[src/rtl/stg_pkg.sv]
package stg_pkg;

    localparam logic [7:0] OP_ARM   = 8'h50;
    localparam logic [7:0] OP_WRST  = 8'h01;
    localparam logic [7:0] OP_WEN   = 8'h06;
    localparam logic [7:0] OP_WDIS  = 8'h04;

    typedef struct packed {
        logic       lock;
        logic       aai;
        logic [1:0] rsv;
        logic [1:0] lvl;
        logic       wel;
        logic       busy;
    } stat_t;

    localparam stat_t STAT_RESET = '{lock: 1'b0, aai: 1'b0, rsv: 2'b00,
                                     lvl: 2'b11, wel: 1'b0, busy: 1'b0};

    typedef enum logic [1:0] {
        LVL_NONE = 2'b00,
        LVL_QTR  = 2'b01,
        LVL_HALF = 2'b10,
        LVL_ALL  = 2'b11
    } lvl_e;

    function automatic logic wr_allowed(input logic pin_n, input logic lock);
        return pin_n | ~lock;
    endfunction

endpackage

[src/rtl/stg_arm.sv]
module stg_arm
    import stg_pkg::*;
(
    input  logic       clk,
    input  logic       rst,
    input  logic       instr_stb,
    input  logic [7:0] instr_op,
    output logic       wr_go
);
    logic armed_q;

    always_ff @(posedge clk) begin
        if (rst)
            armed_q <= 1'b0;
        else if (instr_stb)
            armed_q <= (instr_op == OP_ARM);
    end

    assign wr_go = instr_stb && (instr_op == OP_WRST) && armed_q;


    arm_spent_chk: assert property (@(posedge clk) disable iff (rst)
        (instr_stb && instr_op != OP_ARM) |=> !armed_q);


    arm_needs_prior_chk: assert property (@(posedge clk) disable iff (rst)
        wr_go |-> $past(instr_op) == OP_ARM);
endmodule

[src/rtl/stg_regs.sv]
module stg_regs
    import stg_pkg::*;
(
    input  logic       clk,
    input  logic       rst,
    input  logic       instr_stb,
    input  logic [7:0] instr_op,
    input  logic       wr_go,
    input  logic       new_lock,
    input  logic [1:0] new_lvl,
    input  logic       wp_n,
    input  logic       busy_in,
    input  logic       op_launch,
    input  logic       op_is_aai,
    input  logic       aai_end,
    output stat_t      stat
);
    stat_t st_q;
    logic  apply;

    assign apply = wr_go && wr_allowed(wp_n, st_q.lock);

    always_ff @(posedge clk) begin
        if (rst) begin
            st_q <= STAT_RESET;
        end else begin
            st_q.busy <= busy_in;
            st_q.rsv  <= 2'b00;
            if (apply) begin
                st_q.lock <= new_lock;
                st_q.lvl  <= new_lvl;
            end
            if (instr_stb && instr_op == OP_WDIS) begin
                st_q.wel <= 1'b0;
                st_q.aai <= 1'b0;
            end else if (aai_end) begin
                st_q.wel <= 1'b0;
                st_q.aai <= 1'b0;
            end else if (op_launch) begin
                if (op_is_aai)
                    st_q.aai <= 1'b1;
                else
                    st_q.wel <= 1'b0;
            end else if (instr_stb && instr_op == OP_WEN) begin
                st_q.wel <= 1'b1;
            end
        end
    end

    assign stat = st_q;


    lock_hold_chk: assert property (@(posedge clk) disable iff (rst)
        (!wp_n && st_q.lock) |=> st_q.lock);


    unarmed_stable_chk: assert property (@(posedge clk) disable iff (rst)
        (instr_stb && instr_op == OP_WRST && !wr_go) |=> $stable(st_q.lvl));


    wen_sets_chk: assert property (@(posedge clk) disable iff (rst)
        (instr_stb && instr_op == OP_WEN && !op_launch && !aai_end) |=> st_q.wel);


    rsv_zero_chk: assert property (@(posedge clk) disable iff (rst)
        st_q.rsv == 2'b00);
endmodule

[src/rtl/stg_prot.sv]
module stg_prot
    import stg_pkg::*;
#(
    parameter int ADDR_W = 18
) (
    input  logic [ADDR_W-1:0] addr,
    input  logic [1:0]        lvl,
    input  logic              wel,
    output logic              addr_ok,
    output logic              chip_ok
);
    localparam logic [ADDR_W-1:0] HALF_BASE = ADDR_W'(1) << (ADDR_W - 1);
    localparam logic [ADDR_W-1:0] QTR_BASE  = ADDR_W'(3) << (ADDR_W - 2);

    logic hit;

    always_comb begin
        unique case (lvl_e'(lvl))
            LVL_NONE: hit = 1'b0;
            LVL_QTR:  hit = (addr >= QTR_BASE);
            LVL_HALF: hit = (addr >= HALF_BASE);
            default:  hit = 1'b1;
        endcase
    end

    assign addr_ok = wel && !hit;
    assign chip_ok = wel && (lvl == 2'b00);
endmodule

[src/rtl/stat_guard.sv]
module stat_guard
    import stg_pkg::*;
#(
    parameter int ADDR_W = 18
) (
    input  logic              clk,
    input  logic              rst,
    input  logic              instr_stb,
    input  logic [7:0]        instr_op,
    input  logic [7:0]        instr_data,
    input  logic              wp_n,
    input  logic              busy_in,
    input  logic              op_launch,
    input  logic              op_is_aai,
    input  logic              aai_end,
    input  logic [ADDR_W-1:0] chk_addr,
    output logic [7:0]        status_byte,
    output logic              addr_ok,
    output logic              chip_ok
);
    stat_t st;
    stat_t wr_img;
    logic  wr_go;
    logic  unused_data;

    assign wr_img      = stat_t'(instr_data);
    assign unused_data = ^{wr_img.aai, wr_img.rsv, wr_img.wel, wr_img.busy};

    stg_arm u_arm (
        .clk       (clk),
        .rst       (rst),
        .instr_stb (instr_stb),
        .instr_op  (instr_op),
        .wr_go     (wr_go)
    );

    stg_regs u_regs (
        .clk       (clk),
        .rst       (rst),
        .instr_stb (instr_stb),
        .instr_op  (instr_op),
        .wr_go     (wr_go),
        .new_lock  (wr_img.lock),
        .new_lvl   (wr_img.lvl),
        .wp_n      (wp_n),
        .busy_in   (busy_in),
        .op_launch (op_launch),
        .op_is_aai (op_is_aai),
        .aai_end   (aai_end),
        .stat      (st)
    );

    stg_prot #(.ADDR_W(ADDR_W)) u_prot (
        .addr    (chk_addr),
        .lvl     (st.lvl),
        .wel     (st.wel),
        .addr_ok (addr_ok),
        .chip_ok (chip_ok)
    );

    assign status_byte = st;


    chip_implies_addr_chk: assert property (@(posedge clk) disable iff (rst)
        chip_ok |-> addr_ok);


    full_lock_chk: assert property (@(posedge clk) disable iff (rst)
        (status_byte[3:2] == 2'b11) |-> !addr_ok);


    no_wel_chk: assert property (@(posedge clk) disable iff (rst)
        !status_byte[1] |-> (!addr_ok && !chip_ok));


    busy_follow_chk: assert property (@(posedge clk) disable iff (rst)
        busy_in |=> status_byte[0]);
endmodule

[config.mk]
export PLATFORM = sky130hd
export DESIGN_NAME = stat_guard
export DESIGN_NICKNAME = d
export VERILOG_FILES = /design/src/rtl/stg_pkg.sv /design/src/rtl/stg_arm.sv /design/src/rtl/stg_regs.sv /design/src/rtl/stg_prot.sv /design/src/rtl/stat_guard.sv
export SDC_FILE = /design/constraint.sdc
export NUM_CORES = 1
export LEC_CHECK = 0
export CORE_ASPECT_RATIO = 0.8
export CORE_UTILIZATION = 25
export DETAILED_ROUTE_END_ITERATION = 8
export GPL_ROUTABILITY_DRIVEN = 1
export GPL_TIMING_DRIVEN = 0
export PLACE_DENSITY_LB_ADDON = 0.08
export SLEW_MARGIN = 20
export SYNTH_ARGS = -nofsm -noshare
export SYNTH_HDL_FRONTEND = slang
export SYNTH_SLANG_ARGS = --single-unit
[constraint.sdc]
create_clock -name clk -period 2.45 [get_ports clk]
set_clock_uncertainty 0.05 [all_clocks]
set_input_delay 0.6125 -clock clk [delete_from_list [all_inputs] [get_ports clk]]
set_output_delay 0.6125 -clock clk [all_outputs]
set_load 0.005 [all_outputs]
== After elaboration in Yosys (flattened, before gate mapping) ==
Index checks and enable logic that the tools add are counted.

* Magnitude comparators: 2
* Equality and inequality tests: 7
* Mux-type cells: 4
* Bitwise gates (word level): 2
* Reductions and logical operators: 13

{| class="wikitable"
|+ Operators by type and width
! cell !! number
|-
| 18-bit greater-or-equal comparator (second input constant) || 2
|-
| 8-bit by 3-bit equality test with 1-bit output (second input constant) || 2
|-
| 8-bit by 1-bit equality test with 1-bit output (second input constant) || 1
|-
| 8-bit by 7-bit equality test with 1-bit output (second input constant) || 1
|-
| 1-bit logical AND || 7
|-
| 2-bit AND reduction || 2
|-
| 1-bit 2-to-1 mux || 3
|-
| 1-bit one-hot mux with 3 select lines || 1
|-
| 3-bit OR reduction || 1
|-
| 2-bit by 1-bit equality test with 1-bit output (second input constant) || 1
|-
| 2-bit equality test (second input constant) || 1
|-
| 2-bit logical NOT || 1
|-
| 2-bit != test (second input constant) || 1
|-
| 2-bit nonzero test || 1
|-
| 1-bit logical NOT || 1
|-
| 1-bit inverter || 1
|-
| 1-bit OR || 1
|}

* Flip-flop bits (word level): 7
* Output and inout bits: 10
* Logic and storage cells: 34

== Longest topological paths before layout ==
* Depth after elaboration: 4
* Gate-level depth with buffers: 3
* Gate-level depth less buffers: 3

== Hierarchy ==
Synthesis repeated with hierarchy kept, for this count alone.

* Cell total of the unflattened synthesis: 43
* Area total of the unflattened synthesis: 400.4 µm²

{| class="wikitable"
|+ By module, submodules not included
! module !! instances !! cells each !! area each (µm²) !! sequential area each (µm²)
|-
| stg_regs || 1 || 31 || 290.3 || 120.1
|-
| stg_arm || 1 || 8 || 86.3 || 20.0
|-
| stg_prot || 1 || 4 || 23.8 || 0.0
|}

== Least setup slack after synthesis ==
No wires, ideal clock.

* Path type: input port to flip-flop
* Start point: in instr_op[4]
* End point: reg, netlist name u_regs.stat[1]
* Library setup time: 0.103 ns
* Arrival time: 1.896 ns
* Data required time: 2.297 ns
* Slack: 0.400 ns
* Stages on the path: 3
* Buffers on the path: 0
* Cells stage by stage: or4b_4 or4_4 a2111oi_2

* Longest elaborated chain between the ends: 4
* Elaborated cells between the ends (all ways): 7
* Classes of those cells: eq/ne: 2; reduce/logical: 5

{| class="wikitable"
|+ RTL lines
! what !! line !! source
|-
| from (decl) || stat_guard.sv:9 || <nowiki>input logic [7:0] instr_op,</nowiki>
|-
| 8-bit by 3-bit equality test with 1-bit output || stg_regs.sv:44 || <nowiki>end else if (instr_stb && instr_op == OP_WEN) begin</nowiki>
|-
| 1-bit logical AND || stg_regs.sv:44 ||
|-
| 2-bit nonzero test (no line) || -- ||
|-
| 2-bit AND reduction (no line) || -- ||
|}

Several ways; a longest one is shown, not always the timed one.
A chain may end at the register's enable or synchronous reset.

== Final worst setup path ==
* Start point: in instr_op[4]
* End point: reg, netlist name u_regs.stat[1]

* Longest elaborated chain between the ends: 4
* Elaborated cells between the ends (all ways): 7
* Classes of those cells: eq/ne: 2; reduce/logical: 5

{| class="wikitable"
|+ RTL lines
! what !! line
|-
| 8-bit by 3-bit equality test with 1-bit output || stg_regs.sv:44
|-
| 1-bit logical AND || stg_regs.sv:44
|-
| 2-bit nonzero test (no line) || --
|-
| 2-bit AND reduction (no line) || --
|}

Several ways; a longest one is shown, not always the timed one.

==> impl_metrics.env <==
export IMPL_final_nets=119
export IMPL_p_int_mw=0.216
export IMPL_cts_sinks=7
export IMPL_hold_violations=0
export IMPL_die_w_um=47.5
export IMPL_antenna_found_initial=0
export IMPL_grt_overflow=0
export IMPL_cp_start_kind="primary input"
export IMPL_yosys_area_share_simple_pct=35.3
export IMPL_criticalPathCategory="primary input to flip-flop"
export IMPL_regToRegSetupSlack_ps=880
export IMPL_drv_cap=0
export IMPL_final_cells=97
export IMPL_synth_xor_area_share_pct=0
export IMPL_port_buffers=27
export IMPL_totalWireLength_um=914
export IMPL_drtIter0Drc=3
export IMPL_synth_area_um2=414
export IMPL_ys_seq_area_share_pct=33.8
export IMPL_grt_usage_pct=12.8
export IMPL_slew_violations=0
export IMPL_worstSetupEndpointType="flip-flop"
export IMPL_min_period_ps=2290
export IMPL_cts_max_path_buffers=2
export IMPL_synth_distinct_cells=24
export IMPL_synthAdderAreaFrac_pct=0
export IMPL_dp_hpwl_um=754
export IMPL_synth_compound_area_share_pct=12.1
export IMPL_grt_pass1_vias=388
export IMPL_vias_per_cell=4.33
export IMPL_area_delta_synth_final_pct=78.5
export IMPL_ant_nets=0
export IMPL_clkPwrFrac_pct=37.6
export IMPL_sequentialPowerShare_pct=42.8
export IMPL_htree_levels=1
export IMPL_start_util_pct=28.1
export IMPL_power_share_switching_pct=20.5
export IMPL_hp_class="flip-flop to flip-flop"
export IMPL_min_from="u_arm.armed_q$_SDFFE_PP0P_"
export IMPL_setup_viol=0
export IMPL_vdd_drop_max_v=0.000355
export IMPL_yosysTopAreaCell="dfxtp_1"
export IMPL_worstSkewPairLatency_ps=240
export IMPL_r2r_end="u_regs.stat[7]$_SDFFE_PP0P_"
export IMPL_grt_max_degree=11
export IMPL_core_area_um2=1470
export IMPL_clk_pin_slew_worst_paths_ps=50
export IMPL_cp_data_arrival_time_ps=2390
export IMPL_drcViolationCount=0
export IMPL_path_max_fanout=3
export IMPL_synthCells=44
export IMPL_ctsHoldBuffers=0
export IMPL_yosysTopAreaCellShare_pct=33.8
export IMPL_drtPass1Iterations=2
export IMPL_final_common_cell="clkdlybuf4s50_1"
export IMPL_setup_tns_ps=0
export IMPL_layout_common_cells="clkdlybuf4s50_1 (26), dfxtp_1 (7), nor2_1 (4)"
export IMPL_slew_headroom_pct=59.9
export IMPL_worstMarginPinSlew_ps=600
export IMPL_status="complete, no violations"
export IMPL_gp_congestion=0.730
export IMPL_grt_pass1_wl_mm=1.57
export IMPL_drive_above_1_share_pct=15.8
export IMPL_routedWlPerCell_um=9.42
export IMPL_reg2reg_from="u_arm.armed_q$_SDFFE_PP0P_"
export IMPL_hold_path_end="u_arm.armed_q$_SDFFE_PP0P_"
export IMPL_pwr_density_cell_nw_per_um2=366
export IMPL_p_leak_nw=0.271
export IMPL_synth_area_leaders="dfxtp_1 (34%), mux2i_1 (7.3%), a2111oi_2 (7.3%), buf_4 (5.4%), nand2b_1 (4.5%)"
export IMPL_rows=12
export IMPL_ys_warn_count=0
export IMPL_dr_total_vias=420
export IMPL_boundaryPins=52
export IMPL_antenna_cells=0
export IMPL_cts_root_buf="clkbuf_4"
export IMPL_max_freq_mhz=437
export IMPL_rsz0062_at_grt="false"
export IMPL_fp_dieH_um=38.4
export IMPL_r2r_cells=3
export IMPL_min_period_over_period_pct=93.4
export IMPL_syn_avg_cell_area_um2=9.41
export IMPL_synth_top_family_by_area="simple AND/OR/NAND/NOR gates"
export IMPL_ys_ff_latch=7
export IMPL_cts_tree="yes"
export IMPL_dp_cells=93
export IMPL_p_switching_mw=0.0554
export IMPL_numCtsBuffers=3
export IMPL_combinationalPowerShare_pct=19.6
export IMPL_dieArea_um2=1820
export IMPL_worstPathRequired_ps=2550
export IMPL_synth_mux_area_fraction_pct=7.25
export IMPL_hold_path_depth=2
critical path: stages:
cell and delay, ps:
clkdlybuf4s50_1 440, or4b_4 560, or4_4 490, a2111oi_2 280
Yosys cell counts (all sizes together):
library cell and number:
o21ai 2, nand2b 3, nand2 2, dfxtp 7, nor3b 1, inv 2, nor4b 1, or3 1
or3b 1, nand3 1, conb 1, mux2i 3, or4bb 1, nor4 1, nor2b 1, a2111oi 2
or4b 1, nor2 4, buf 3, clkbuf 1, and3 1, or4 2, a21oi 2
cells by family (layout without fill, tap and decap cells):
family | after synthesis | after routing
flops | 7 | 7
simple gates | 21 | 21
mux | 3 | 3
compound gates | 6 | 6
other cells | 1 | 2
buf+inv | 6 | 37
power by group through the flow:
stage / Combinational, mW / Sequential (mW) / Clock [mW]
floorplan: 0.0153 / 0.119 / 0
global placement: 0.0531 / 0.118 / 0
detailed placement: 0.0534 / 0.118 / 0
CTS: 0.0538 / 0.116 / 0.107
global route: 0.0583 / 0.116 / 0.116
finish: 0.0531 / 0.116 / 0.102
layer usage:
layer	wire (um)	up-vias	global-route usage, %
met5	0	-	0
met4	0	0	4.29
met3	93	0	7.55
met2	400	20	20.5
met1	420	182	13.9
li1	-	218	-
flip-flops by register name (all words and copies together), names as in the netlist:
signal	count
u_arm.armed_q	1
u_regs.stat	6
final cells by class:
class	instances	area [um2]
Tap cell	21	26.3
Buffer	4	36.3
Timing Repair Buffer	27	269
Clock buffer	4	26.3
Sequential cell	7	140
Multi-Input combinational cell	32	234
Inverter	2	7.51
Fill cell	151	732
worst max-delay path by stage:
stage           startpoint                          end  slack [ps]
5_1_grt        instr_op[4]  u_regs.stat[1]$_SDFFE_PP0P_         100
6_report       instr_op[4]  u_regs.stat[1]$_SDFFE_PP0P_         160
2_1_floorplan  instr_op[4]  u_regs.stat[1]$_SDFFE_PP0P_         400
3_5_place_dp   instr_op[4]  u_regs.stat[1]$_SDFFE_PP0P_        -100
3_3_place_gp   instr_op[4]  u_regs.stat[1]$_SDFFE_PP0P_        -110
4_1_cts        instr_op[4]  u_regs.stat[1]$_SDFFE_PP0P_         150
metrics by stage:
stage,util [%],power [mW],hold slack (ps),cell area [um2],worst slack (ps)
2_1_floorplan,-,0.134,388,418,400
3_3_place_gp,48.6,0.171,403,714,-105
3_5_place_dp,48.6,0.172,410,714,-98.2
4_1_cts,50.3,0.277,413,739,147
5_1_grt,50.3,0.290,468,739,101
6_report,50.3,0.271,408,739,163
what timing repair did:
item,CTS,global route
buffers inserted,0,0
setup endpoints to repair,1,0
endpoints found under the hold margin,0,0
gates resized for setup,2,0
Power figures use the tool's default switching activity.
